<file path="config.mk">
export PLATFORM = sky130hd
export DESIGN_NAME = aar_responder
export DESIGN_NICKNAME = d
export VERILOG_FILES = /design/src/rtl/aar_pkg.sv /design/src/rtl/aar_sync.sv /design/src/rtl/aar_edge.sv /design/src/rtl/aar_seq.sv /design/src/rtl/aar_responder.sv
export SDC_FILE = /design/constraint.sdc
export NUM_CORES = 1
export LEC_CHECK = 0
export BUFFER_PORTS_ARGS = -buffer_cell sky130_fd_sc_hd__buf_2
export CAP_MARGIN = 20
export CORE_AREA = 2 2 40 42
export DETAILED_ROUTE_END_ITERATION = 8
export DIE_AREA = 0 0 42 44
export GPL_TIMING_DRIVEN = 0
export PLACE_DENSITY = 0.65
export SLEW_MARGIN = 30
export SYNTH_ARGS = -nofsm -noshare
export SYNTH_HDL_FRONTEND = slang
export SYNTH_SLANG_ARGS = --single-unit
</file>
<file path="constraint.sdc">
create_clock -name clk_i -period 4.4 [get_ports clk_i]
set_clock_uncertainty 0.1 [all_clocks]
set_input_delay 0.44 -clock clk_i [delete_from_list [all_inputs] [get_ports clk_i]]
set_output_delay 0.44 -clock clk_i [all_outputs]
set_load 0.1 [all_outputs]
</file>
<file path="src/rtl/aar_pkg.sv">
package aar_pkg;

   typedef enum logic {
      ST_IDLE = 1'b0,
      ST_SEND = 1'b1
   } aar_state_e;

   // Word bit index holding response bit i: bytes from the top down, LSB first in a byte.
   function automatic int unsigned aar_bit_pos(input int unsigned idx, input int unsigned width);
      return (width - 8) - 8 * (idx / 8) + (idx % 8);
   endfunction

endpackage

</file>
<file path="src/rtl/aar_sync.sv">
module aar_sync #(
   parameter int unsigned WIDTH  = 2,
   parameter int unsigned STAGES = 2
) (
   input  logic             clk_i,
   input  logic             clr_n_i,
   input  logic [WIDTH-1:0] async_i,
   output logic [WIDTH-1:0] sync_o
);

   if (STAGES > 4) begin : g_bad_depth
      $error("aar_sync: STAGES must be 0..4");
   end

   if (STAGES == 0) begin : g_bypass
      assign sync_o = async_i;
   end else begin : g_chain
      logic [WIDTH-1:0] stage_q [STAGES];
      always_ff @(posedge clk_i or negedge clr_n_i) begin
         if (!clr_n_i) begin
            for (int s = 0; s < STAGES; s++) stage_q[s] <= '0;
         end else begin
            stage_q[0] <= async_i;
            for (int s = 1; s < STAGES; s++) stage_q[s] <= stage_q[s-1];
         end
      end
      assign sync_o = stage_q[STAGES-1];
   end

endmodule

</file>
<file path="src/rtl/aar_edge.sv">
module aar_edge #(
   parameter int unsigned WIDTH = 2
) (
   input  logic             clk_i,
   input  logic             clr_n_i,
   input  logic [WIDTH-1:0] lvl_i,
   output logic [WIDTH-1:0] rise_o,
   output logic [WIDTH-1:0] fall_o
);

   logic [WIDTH-1:0] prev_q;

   always_ff @(posedge clk_i or negedge clr_n_i) begin
      if (!clr_n_i) prev_q <= '0;
      else          prev_q <= lvl_i;
   end

   assign rise_o = lvl_i & ~prev_q;
   assign fall_o = prev_q & ~lvl_i;

endmodule

</file>
<file path="src/rtl/aar_seq.sv">
module aar_seq
   import aar_pkg::*;
#(
   parameter int unsigned WORD_W = 32,
   localparam int unsigned IDX_W = (WORD_W > 1) ? $clog2(WORD_W) : 1
) (
   input  logic             clk_i,
   input  logic             clr_n_i,
   input  logic             rst_lvl_i,
   input  logic             rst_rise_i,
   input  logic             rst_fall_i,
   input  logic             ck_rise_i,
   input  logic             ck_fall_i,
   input  logic             busy_i,
   output logic             send_o,
   output logic [IDX_W-1:0] idx_o
);

   localparam logic [IDX_W-1:0] LAST_IDX = IDX_W'(WORD_W - 1);

   aar_state_e       state_q;
   logic [IDX_W-1:0] idx_q;
   logic             armed_q;
   logic             step_ok;

   // A card clock rising inside the reset-high window arms the next reset fall.
   always_ff @(posedge clk_i or negedge clr_n_i) begin
      if (!clr_n_i)                   armed_q <= 1'b0;
      else if (ck_rise_i && rst_lvl_i) armed_q <= 1'b1;
      else if (rst_rise_i || rst_fall_i) armed_q <= 1'b0;
   end

   assign step_ok = (state_q == ST_SEND) && ck_fall_i && !rst_lvl_i;

   always_ff @(posedge clk_i or negedge clr_n_i) begin
      if (!clr_n_i) begin
         state_q <= ST_IDLE;
         idx_q   <= '0;
      end else if (rst_fall_i && !busy_i) begin
         state_q <= armed_q ? ST_SEND : ST_IDLE;
         idx_q   <= '0;
      end else if (step_ok && !rst_fall_i) begin
         if (idx_q == LAST_IDX) begin
            state_q <= ST_IDLE;
            idx_q   <= '0;
         end else begin
            idx_q <= idx_q + 1'b1;
         end
      end
   end

   assign send_o = (state_q == ST_SEND);
   assign idx_o  = idx_q;

   p_start_r2: assert property (@(posedge clk_i) disable iff (!clr_n_i)
      (rst_fall_i && armed_q && !busy_i) |=> (send_o && idx_o == '0));

   p_abort_r7: assert property (@(posedge clk_i) disable iff (!clr_n_i)
      (rst_fall_i && !armed_q && !busy_i) |=> !send_o);

   p_busy_hold_r8: assert property (@(posedge clk_i) disable iff (!clr_n_i)
      (rst_fall_i && busy_i && !ck_fall_i) |=> ($stable(send_o) && $stable(idx_o)));

   p_advance_r4: assert property (@(posedge clk_i) disable iff (!clr_n_i)
      (send_o && ck_fall_i && !rst_lvl_i && !rst_fall_i && idx_o != LAST_IDX)
      |=> (send_o && idx_o == $past(idx_o) + 1'b1));

   p_finish_r4: assert property (@(posedge clk_i) disable iff (!clr_n_i)
      (send_o && ck_fall_i && !rst_lvl_i && !rst_fall_i && idx_o == LAST_IDX) |=> !send_o);

   p_idle_clk_r10: assert property (@(posedge clk_i) disable iff (!clr_n_i)
      (!send_o && !rst_fall_i) |=> !send_o);

endmodule

</file>
<file path="src/rtl/aar_responder.sv">
module aar_responder
   import aar_pkg::*;
#(
   parameter int unsigned         WORD_W      = 32,
   parameter logic [WORD_W-1:0]   RESP_WORD   = 32'h1941AA55,
   parameter int unsigned         SYNC_STAGES = 2,
   localparam int unsigned        IDX_W       = (WORD_W > 1) ? $clog2(WORD_W) : 1
) (
   input  logic clk_i,
   input  logic pwr_ok_i,
   input  logic card_rst_i,
   input  logic card_clk_i,
   input  logic nv_busy_i,
   output logic aar_sdo_o,
   output logic aar_oe_o
);

   if (WORD_W < 8 || (WORD_W % 8) != 0) begin : g_bad_word
      $error("aar_responder: WORD_W must be a non-zero multiple of 8");
   end

   logic [1:0]       lvl_s, rise_s, fall_s;
   logic             send_s;
   logic [IDX_W-1:0] idx_s;
   logic [WORD_W-1:0] order_s;

   aar_sync #(.WIDTH(2), .STAGES(SYNC_STAGES)) u_sync (
      .clk_i   (clk_i),
      .clr_n_i (pwr_ok_i),
      .async_i ({card_rst_i, card_clk_i}),
      .sync_o  (lvl_s)
   );

   aar_edge #(.WIDTH(2)) u_edge (
      .clk_i   (clk_i),
      .clr_n_i (pwr_ok_i),
      .lvl_i   (lvl_s),
      .rise_o  (rise_s),
      .fall_o  (fall_s)
   );

   aar_seq #(.WORD_W(WORD_W)) u_seq (
      .clk_i      (clk_i),
      .clr_n_i    (pwr_ok_i),
      .rst_lvl_i  (lvl_s[1]),
      .rst_rise_i (rise_s[1]),
      .rst_fall_i (fall_s[1]),
      .ck_rise_i  (rise_s[0]),
      .ck_fall_i  (fall_s[0]),
      .busy_i     (nv_busy_i),
      .send_o     (send_s),
      .idx_o      (idx_s)
   );

   // Reorder the word once into transmit order so the output is a plain index.
   for (genvar i = 0; i < WORD_W; i++) begin : g_order
      assign order_s[i] = RESP_WORD[aar_bit_pos(i, WORD_W)];
   end

   assign aar_oe_o  = send_s;
   assign aar_sdo_o = send_s & order_s[idx_s];

   p_quiet_r1: assert property (@(posedge clk_i) disable iff (!pwr_ok_i)
      !aar_oe_o |-> !aar_sdo_o);

endmodule

</file>
==> results of run 1 <==
==> cells in the mapped netlist <==
cell / count
ha_1: 5
inv_1: 8
mux2i_1: 3
nand2_1: 5
nor3_1: 1
nand2b_1: 1
a32o_1: 1
o21ai_0: 2
nor2b_1: 3
o311a_1: 1
nand2b_2: 1
nor2_1: 2
o311ai_0: 3
and3_1: 1
nand4bb_4: 1
o31ai_1: 1
o22ai_1: 1
clkbuf_2: 1
xnor2_1: 1
or3_4: 1
dfrtp_1: 13
nand3_1: 1
a31oi_1: 1
==> metrics by stage <==
stage / total power (W) / setup WS, ns
finish: 0.000255 / 1.87
global route: 0.000273 / 1.73
CTS: 0.000260 / 1.84
detailed placement: 0.000185 / 2.16
global placement: 0.000184 / 2.17
floorplan: 0.000174 / 1.93
==> report_power, final <==
part           switching, W  internal (W)
sequential       0.00000733      0.000126
clock             0.0000385     0.0000337
combinational     0.0000348     0.0000142
==> sequential cells by signal (all words and copies together), names as in the netlist <==
| register | count |
|---|---|
| u_edge.prev_q | 2 |
| u_seq.armed_q | 1 |
| u_seq.idx_o | 5 |
| u_seq.send_o | 1 |
| u_sync.g_chain.stage_q | 2 |
| u_sync.sync_o | 2 |
==> routing by layer <==
layer | GRT usage [%] | vias to the layer above | wire, µm
li1 | - | 226 | -
met1 | 14.6 | 200 | 438
met2 | 21.9 | 8 | 450
met3 | 7.50 | 5 | 51
met4 | 7.74 | 0 | 21
met5 | 0 | - | 0
==> cells by family (layout without fill, tap and decap cells) <==
logic type | Yosys count | in the layout | synth area share, %
simple gates | 17 | 17 | 17.6
compound gates | 10 | 10 | 11.7
xor+xnor | 1 | 1 | 1.34
fa+ha+maj | 5 | 5 | 9.58
buf+inv | 9 | 20 | 5.36
flops | 13 | 13 | 49.8
mux | 3 | 3 | 4.60
==> cell type report <==
class                   count  area [µm²]  area share [%]
repair buffers              7        40.0            5.41
well taps                  16        20.0            2.70
plain buffers               1        5.00           0.676
clock buffers               3        22.5            3.04
clock inverters             1        5.00           0.676
inverters                   8        30.0            4.05
multi-input cells          36         293            39.5
flip-flops and latches     13         325            43.9
==> path summary, 6_finish.rpt <==
path / slack (ns) / cells past startpoint / to / start
max: 1.87 / 6 / aar_sdo_o / u_seq.idx_o[0]$_DFFE_PN0P_
min: 0.17 / 1 / u_sync.g_chain.stage_q[2]$_DFF_PN0_ / card_clk_i
max reg2reg: 2.51 / 5 / u_seq.idx_o[3]$_DFFE_PN0P_ / u_seq.idx_o[0]$_DFFE_PN0P_
min reg2reg: 0.25 / 0 / u_sync.sync_o[0]$_DFF_PN0_ / u_sync.g_chain.stage_q[2]$_DFF_PN0_
max in group asynchronous: 3.52 / 2 / u_seq.idx_o[0]$_DFFE_PN0P_ / pwr_ok_i
min in group asynchronous: 0.46 / 2 / u_seq.send_o$_DFFE_PN0P_ / pwr_ok_i
==> critical path, delay by kind of cell, from the launching register on <==
| kind | cells | cell delay [ns] |
|---|---|---|
| buffers and inverters | 2 | 0.53 |
| DFF | 1 | 0.44 |
| adders and majority gates | 1 | 0.31 |
| and+or+nand+nor | 2 | 0.26 |
| AOI/OAI and AO/OA | 1 | 0.17 |
==> flow_metrics.py, run 1 <==
metrics = {
    "floorplanning": {
        "start_util_pct": 46.0,
        "io_pins": 7,
        "core-area_mm2": 0.00142,
        "dieArea_mm2": 0.00185,
        "num_rows": 14,
        "die_height_um": 44,
        "die_width_um": 42,
    },
    "timing": {
        "tns_ns": 0,
        "finalMaxSlewViolations": 0,
        "setup_viol": 0,
        "worst_pin_slew_ns": 0.483,
        "hold_violations": 0,
        "rsz0062_at_grt": "no",
        "fmax_mhz": 395,
        "fin_crit_ns": 2.53,
        "hold_ws_ns": 0.165,
        "fin_crit_sh_pct": 57.5,
        "relSlewSlack_pct": 68.0,
    },
    "worst_setup_path": {
        "end_kind": "primary output",
        "start_kind": "flip-flop",
        "slowest_stage": "dfrtp_1",
        "worst-endpoint-arrival_ns": 1.99,
        "cp_max_fo": 6,
        "cpPeakStageDelay_ns": 0.44,
        "critPathRequiredTime_ns": 3.86,
        "path_class": "flip-flop to primary output",
        "cp_cell_sequence": "inv_1 -> ha_1 -> nor2b_1 -> nor3_1 -> o311a_1 -> buf_2",
    },
    "layout": {
        "area_delta_synth_final_pct": 13.4,
        "fillCellCount": 123,
        "drive_above_1_share_pct": 20.3,
        "nNetsFinal": 80,
        "final_util_pct": 52.2,
        "finalNonFillerCells": 85,
        "final_common_cell": "dfrtp_1",
        "antenna_cells": 0,
        "final_area_um2": 741,
        "layout_common_cells": "13 x dfrtp_1, 8 x inv_1, 6 x buf_2",
    },
    "power_and_ir_drop": {
        "vdd_drop_max_uv": 259,
        "power.static_leakage_nw": 0.341,
        "powerDensity_mw_per_mm2": 344,
    },
    "routing": {
        "ant_nets": 0,
        "wire_per_inst_um": 11.3,
        "finalWirelength_um": 962,
        "vias": 439,
        "drt-vias-per-instance": 5.16,
        "drt_iter0_drc": 9,
        "drc": 0,
        "drtPass1Iterations": 4,
    },
    "cts": {
        "cts_resized": 0,
        "htree_levels": 1,
        "cts_tree": "built",
        "postCtsHoldBufs": 1,
        "post-cts-setup-buffers": 0,
        "cts.sinks": 13,
        "root_buffer": "clkbuf_4",
        "cts_inserted_buffers": 3,
        "clkTransAtPathRegs_ns": 0.07,
        "worstSkewPairLatency_ns": 0.28,
        "clock_path_buffers": 2,
    },
    "logic_synthesis": {
        "netlist-cell-type-count": 23,
        "synth-seq-area-share_pct": 49.8,
        "synth_top_cell_by_area": "dfrtp_1",
        "synth.top_cell.area_share_pct": 49.8,
        "syn_inst": 58,
        "synth_area_um2": 653,
        "ys_ff_latch": 13,
        "yosysWarnings": 0,
        "avgSynthCellArea_um2": 11.3,
        "synth.net_count": 68,
        "ys_top_cells_by_area": "dfrtp_1 50%, ha_1 9.6%, mux2i_1 4.6%",
    },
    "global_routing": {
        "grt_max_degree": 14,
        "grt_usage_pct": 13.8,
        "grt_pass1_wl_um": 1750,
        "grt_pass1_vias": 398,
        "antenna_found_initial": 0,
        "grt-ovfl-total": 0,
    },
    "place": {
        "dp_hpwl_um": 752,
        "gp_congestion": 0.741,
        "placed_cell_area_um2": 703,
        "port-buffer-count": 6,
        "placed_cells": 80,
    },
    "status": {
        "status": "finished, final reports clean",
    },
    "hold_path": {
        "min_path_type": "primary input to flip-flop",
    },
    "flow_run": {
        "cap_violations": 0,
    },
}
Power figures use the tool's default switching activity.
==> run 2, diff against run 1 <==
==> constraint.sdc (replaced) <==
create_clock -name clk_i -period 2.4 [get_ports clk_i]
set_clock_uncertainty 0.1 [all_clocks]
set_input_delay 0.24 -clock clk_i [delete_from_list [all_inputs] [get_ports clk_i]]
set_output_delay 0.24 -clock clk_i [all_outputs]
set_load 0.1 [all_outputs]
==> run 2 against run 1 <==
Against the previous run: hold slack improved by 0.072 ns; clock power grew 84%; first-iteration DRC count decreased by 11%.
==> flow_metrics.py, run 2 (same netlist as run 1, synthesis figures left out) <==
metrics = {
    "cts": {
        "cts_tree": "built",
        "clock_path_buffers": 2,
        "clkTransAtPathRegs_ns": 0.08,
        "htree_levels": 1,
        "root_buffer": "clkbuf_4",
        "post-cts-setup-buffers": 0,
        "worstSkewPairLatency_ns": 0.28,
        "cts.sinks": 13,
        "cts_inserted_buffers": 3,
    },
    "floorplanning": {
        "die_height_um": 44,
        "start_util_pct": 46.0,
        "die_width_um": 42,
        "io_pins": 7,
        "core-area_mm2": 0.00142,
        "dieArea_mm2": 0.00185,
        "num_rows": 14,
    },
    "place": {
        "dp_worst_setup_slack_ns": 0.356,
        "gp_congestion": 0.741,
        "port-buffer-count": 6,
        "dp_hpwl_um": 752,
    },
    "power_and_ir_drop": {
        "finalPower_w": 0.000471,
        "vdd_drop_max_uv": 482,
        "power.static_leakage_nw": 0.349,
        "powerDensity_mw_per_mm2": 618,
    },
    "worst_setup_path": {
        "slowest_stage": "dfrtp_1",
        "critPathRequiredTime_ns": 2.06,
        "cp_max_fo": 6,
        "worst-endpoint-arrival_ns": 1.90,
        "path_class": "flip-flop to primary output",
        "end_kind": "primary output",
        "cpPeakStageDelay_ns": 0.44,
        "cp_cell_sequence": "inv_1 -> ha_1 -> nor2b_1 -> nor3_1 -> o311a_1 -> clkbuf_4",
        "start_kind": "flip-flop",
    },
    "layout": {
        "largest_reg_flops": 5,
        "nNetsFinal": 82,
        "area_delta_synth_final_pct": 16.9,
        "layout_common_cells": "13 x dfrtp_1, 8 x inv_1, 5 x nand2_1, 5 x ha_1, 5 x buf_2",
        "drive_above_1_share_pct": 19.7,
        "antenna_cells": 0,
        "final_common_cell": "dfrtp_1",
        "final_util_pct": 53.8,
    },
    "global_routing": {
        "grt_pass1_vias": 412,
        "grt_usage_pct": 13.9,
        "grt_max_degree": 14,
        "grt_pass1_wl_um": 1770,
        "antenna_found_initial": 0,
        "grt-ovfl-total": 0,
    },
    "timing": {
        "layout_setup_ws_ns": 0.159,
        "fmax_mhz": 446,
        "rsz0062_at_grt": "no",
        "fin_crit_ns": 2.24,
        "worst_pin_slew_ns": 0.483,
        "tns_ns": 0,
        "relSlewSlack_pct": 68.0,
        "fin_crit_sh_pct": 93.4,
        "setup_viol": 0,
        "finalMaxSlewViolations": 0,
        "hold_violations": 0,
    },
    "routing": {
        "finalWirelength_um": 990,
        "route.met3.wl_um": 51,
        "drt-vias-per-instance": 5.09,
        "drc": 0,
        "drtPass1Iterations": 2,
        "vias": 443,
        "wire_per_inst_um": 11.4,
        "drt_iter0_drc": 8,
        "routed.top_layer": "met4",
        "m1WireLength_um": 453,
        "ant_nets": 0,
        "wl_met2_um": 462,
    },
    "hold_path": {
        "min_path_type": "primary input to flip-flop",
    },
    "status": {
        "status": "finished, final reports clean",
    },
    "flow_run": {
        "cap_violations": 0,
    },
}
[run 2: final timing paths]
check	startpoint	endpoint	slack [ns]	depth (start not counted)
worst max-delay path	u_seq.idx_o[0]$_DFFE_PN0P_	aar_sdo_o	0.16	6
max in group asynchronous	pwr_ok_i	u_seq.idx_o[0]$_DFFE_PN0P_	1.71	2
worst max register to register	u_seq.idx_o[0]$_DFFE_PN0P_	u_seq.idx_o[3]$_DFFE_PN0P_	0.51	5
min in group asynchronous	pwr_ok_i	u_seq.armed_q$_DFFE_PN0P_	0.26	2
worst min-delay path	nv_busy_i	u_seq.send_o$_DFFE_PN0P_	0.24	3
worst min register to register	u_sync.g_chain.stage_q[2]$_DFF_PN0_	u_sync.sync_o[0]$_DFF_PN0_	0.25	0
[run 2: routing by layer]
layer,vias up,GRT usage (%)
li1,229,-
met1,201,14.6
met2,8,22.5
met3,5,7.50
met4,0,7.74
met5,-,0
[run 2: through the flow]
step	hold WS, ns	instance area, µm²	instances
final	0.237	763	87
after global routing	0.260	763	87
after CTS	0.238	761	87
after detailed placement	0.0352	703	80
after global placement	0.0350	703	80
after floorplan	-0.156	653	58
[run 2: repair_timing]
item                                   4_1_cts  5_1_grt
resized for setup                            0        1
hold buffers                                 3        0
endpoints found under the hold margin       15        0
setup endpoints to repair                    0        1
[run 2: final cells by class]
| cell class | count | area (µm²) |
|---|---|---|
| clock buffer | 3 | 22.5 |
| inverter | 8 | 30.0 |
| multi-input combinational | 36 | 293 |
| buffer | 1 | 5.00 |
| fill | 122 | 656 |
| sequential | 13 | 325 |
| clock inverter | 1 | 5.00 |
| tap | 16 | 20.0 |
| timing repair buffer | 9 | 62.6 |
[run 2: worst max-delay path: cells and delay by family, from the launching register on]
family	cells	cell delay [ns]
compound gates	1	0.32
fa+ha+maj	1	0.30
buf+inv	2	0.39
flops	1	0.44
simple gates	2	0.17
[run 2: power breakdown]
| group | switching [W] | internal [W] | total [W] |
|---|---|---|---|
| logic | 0.0000644 | 0.0000296 | 0.0000940 |
| registers | 0.0000135 | 0.000231 | 0.000245 |
| clock network | 0.0000709 | 0.0000619 | 0.000133 |
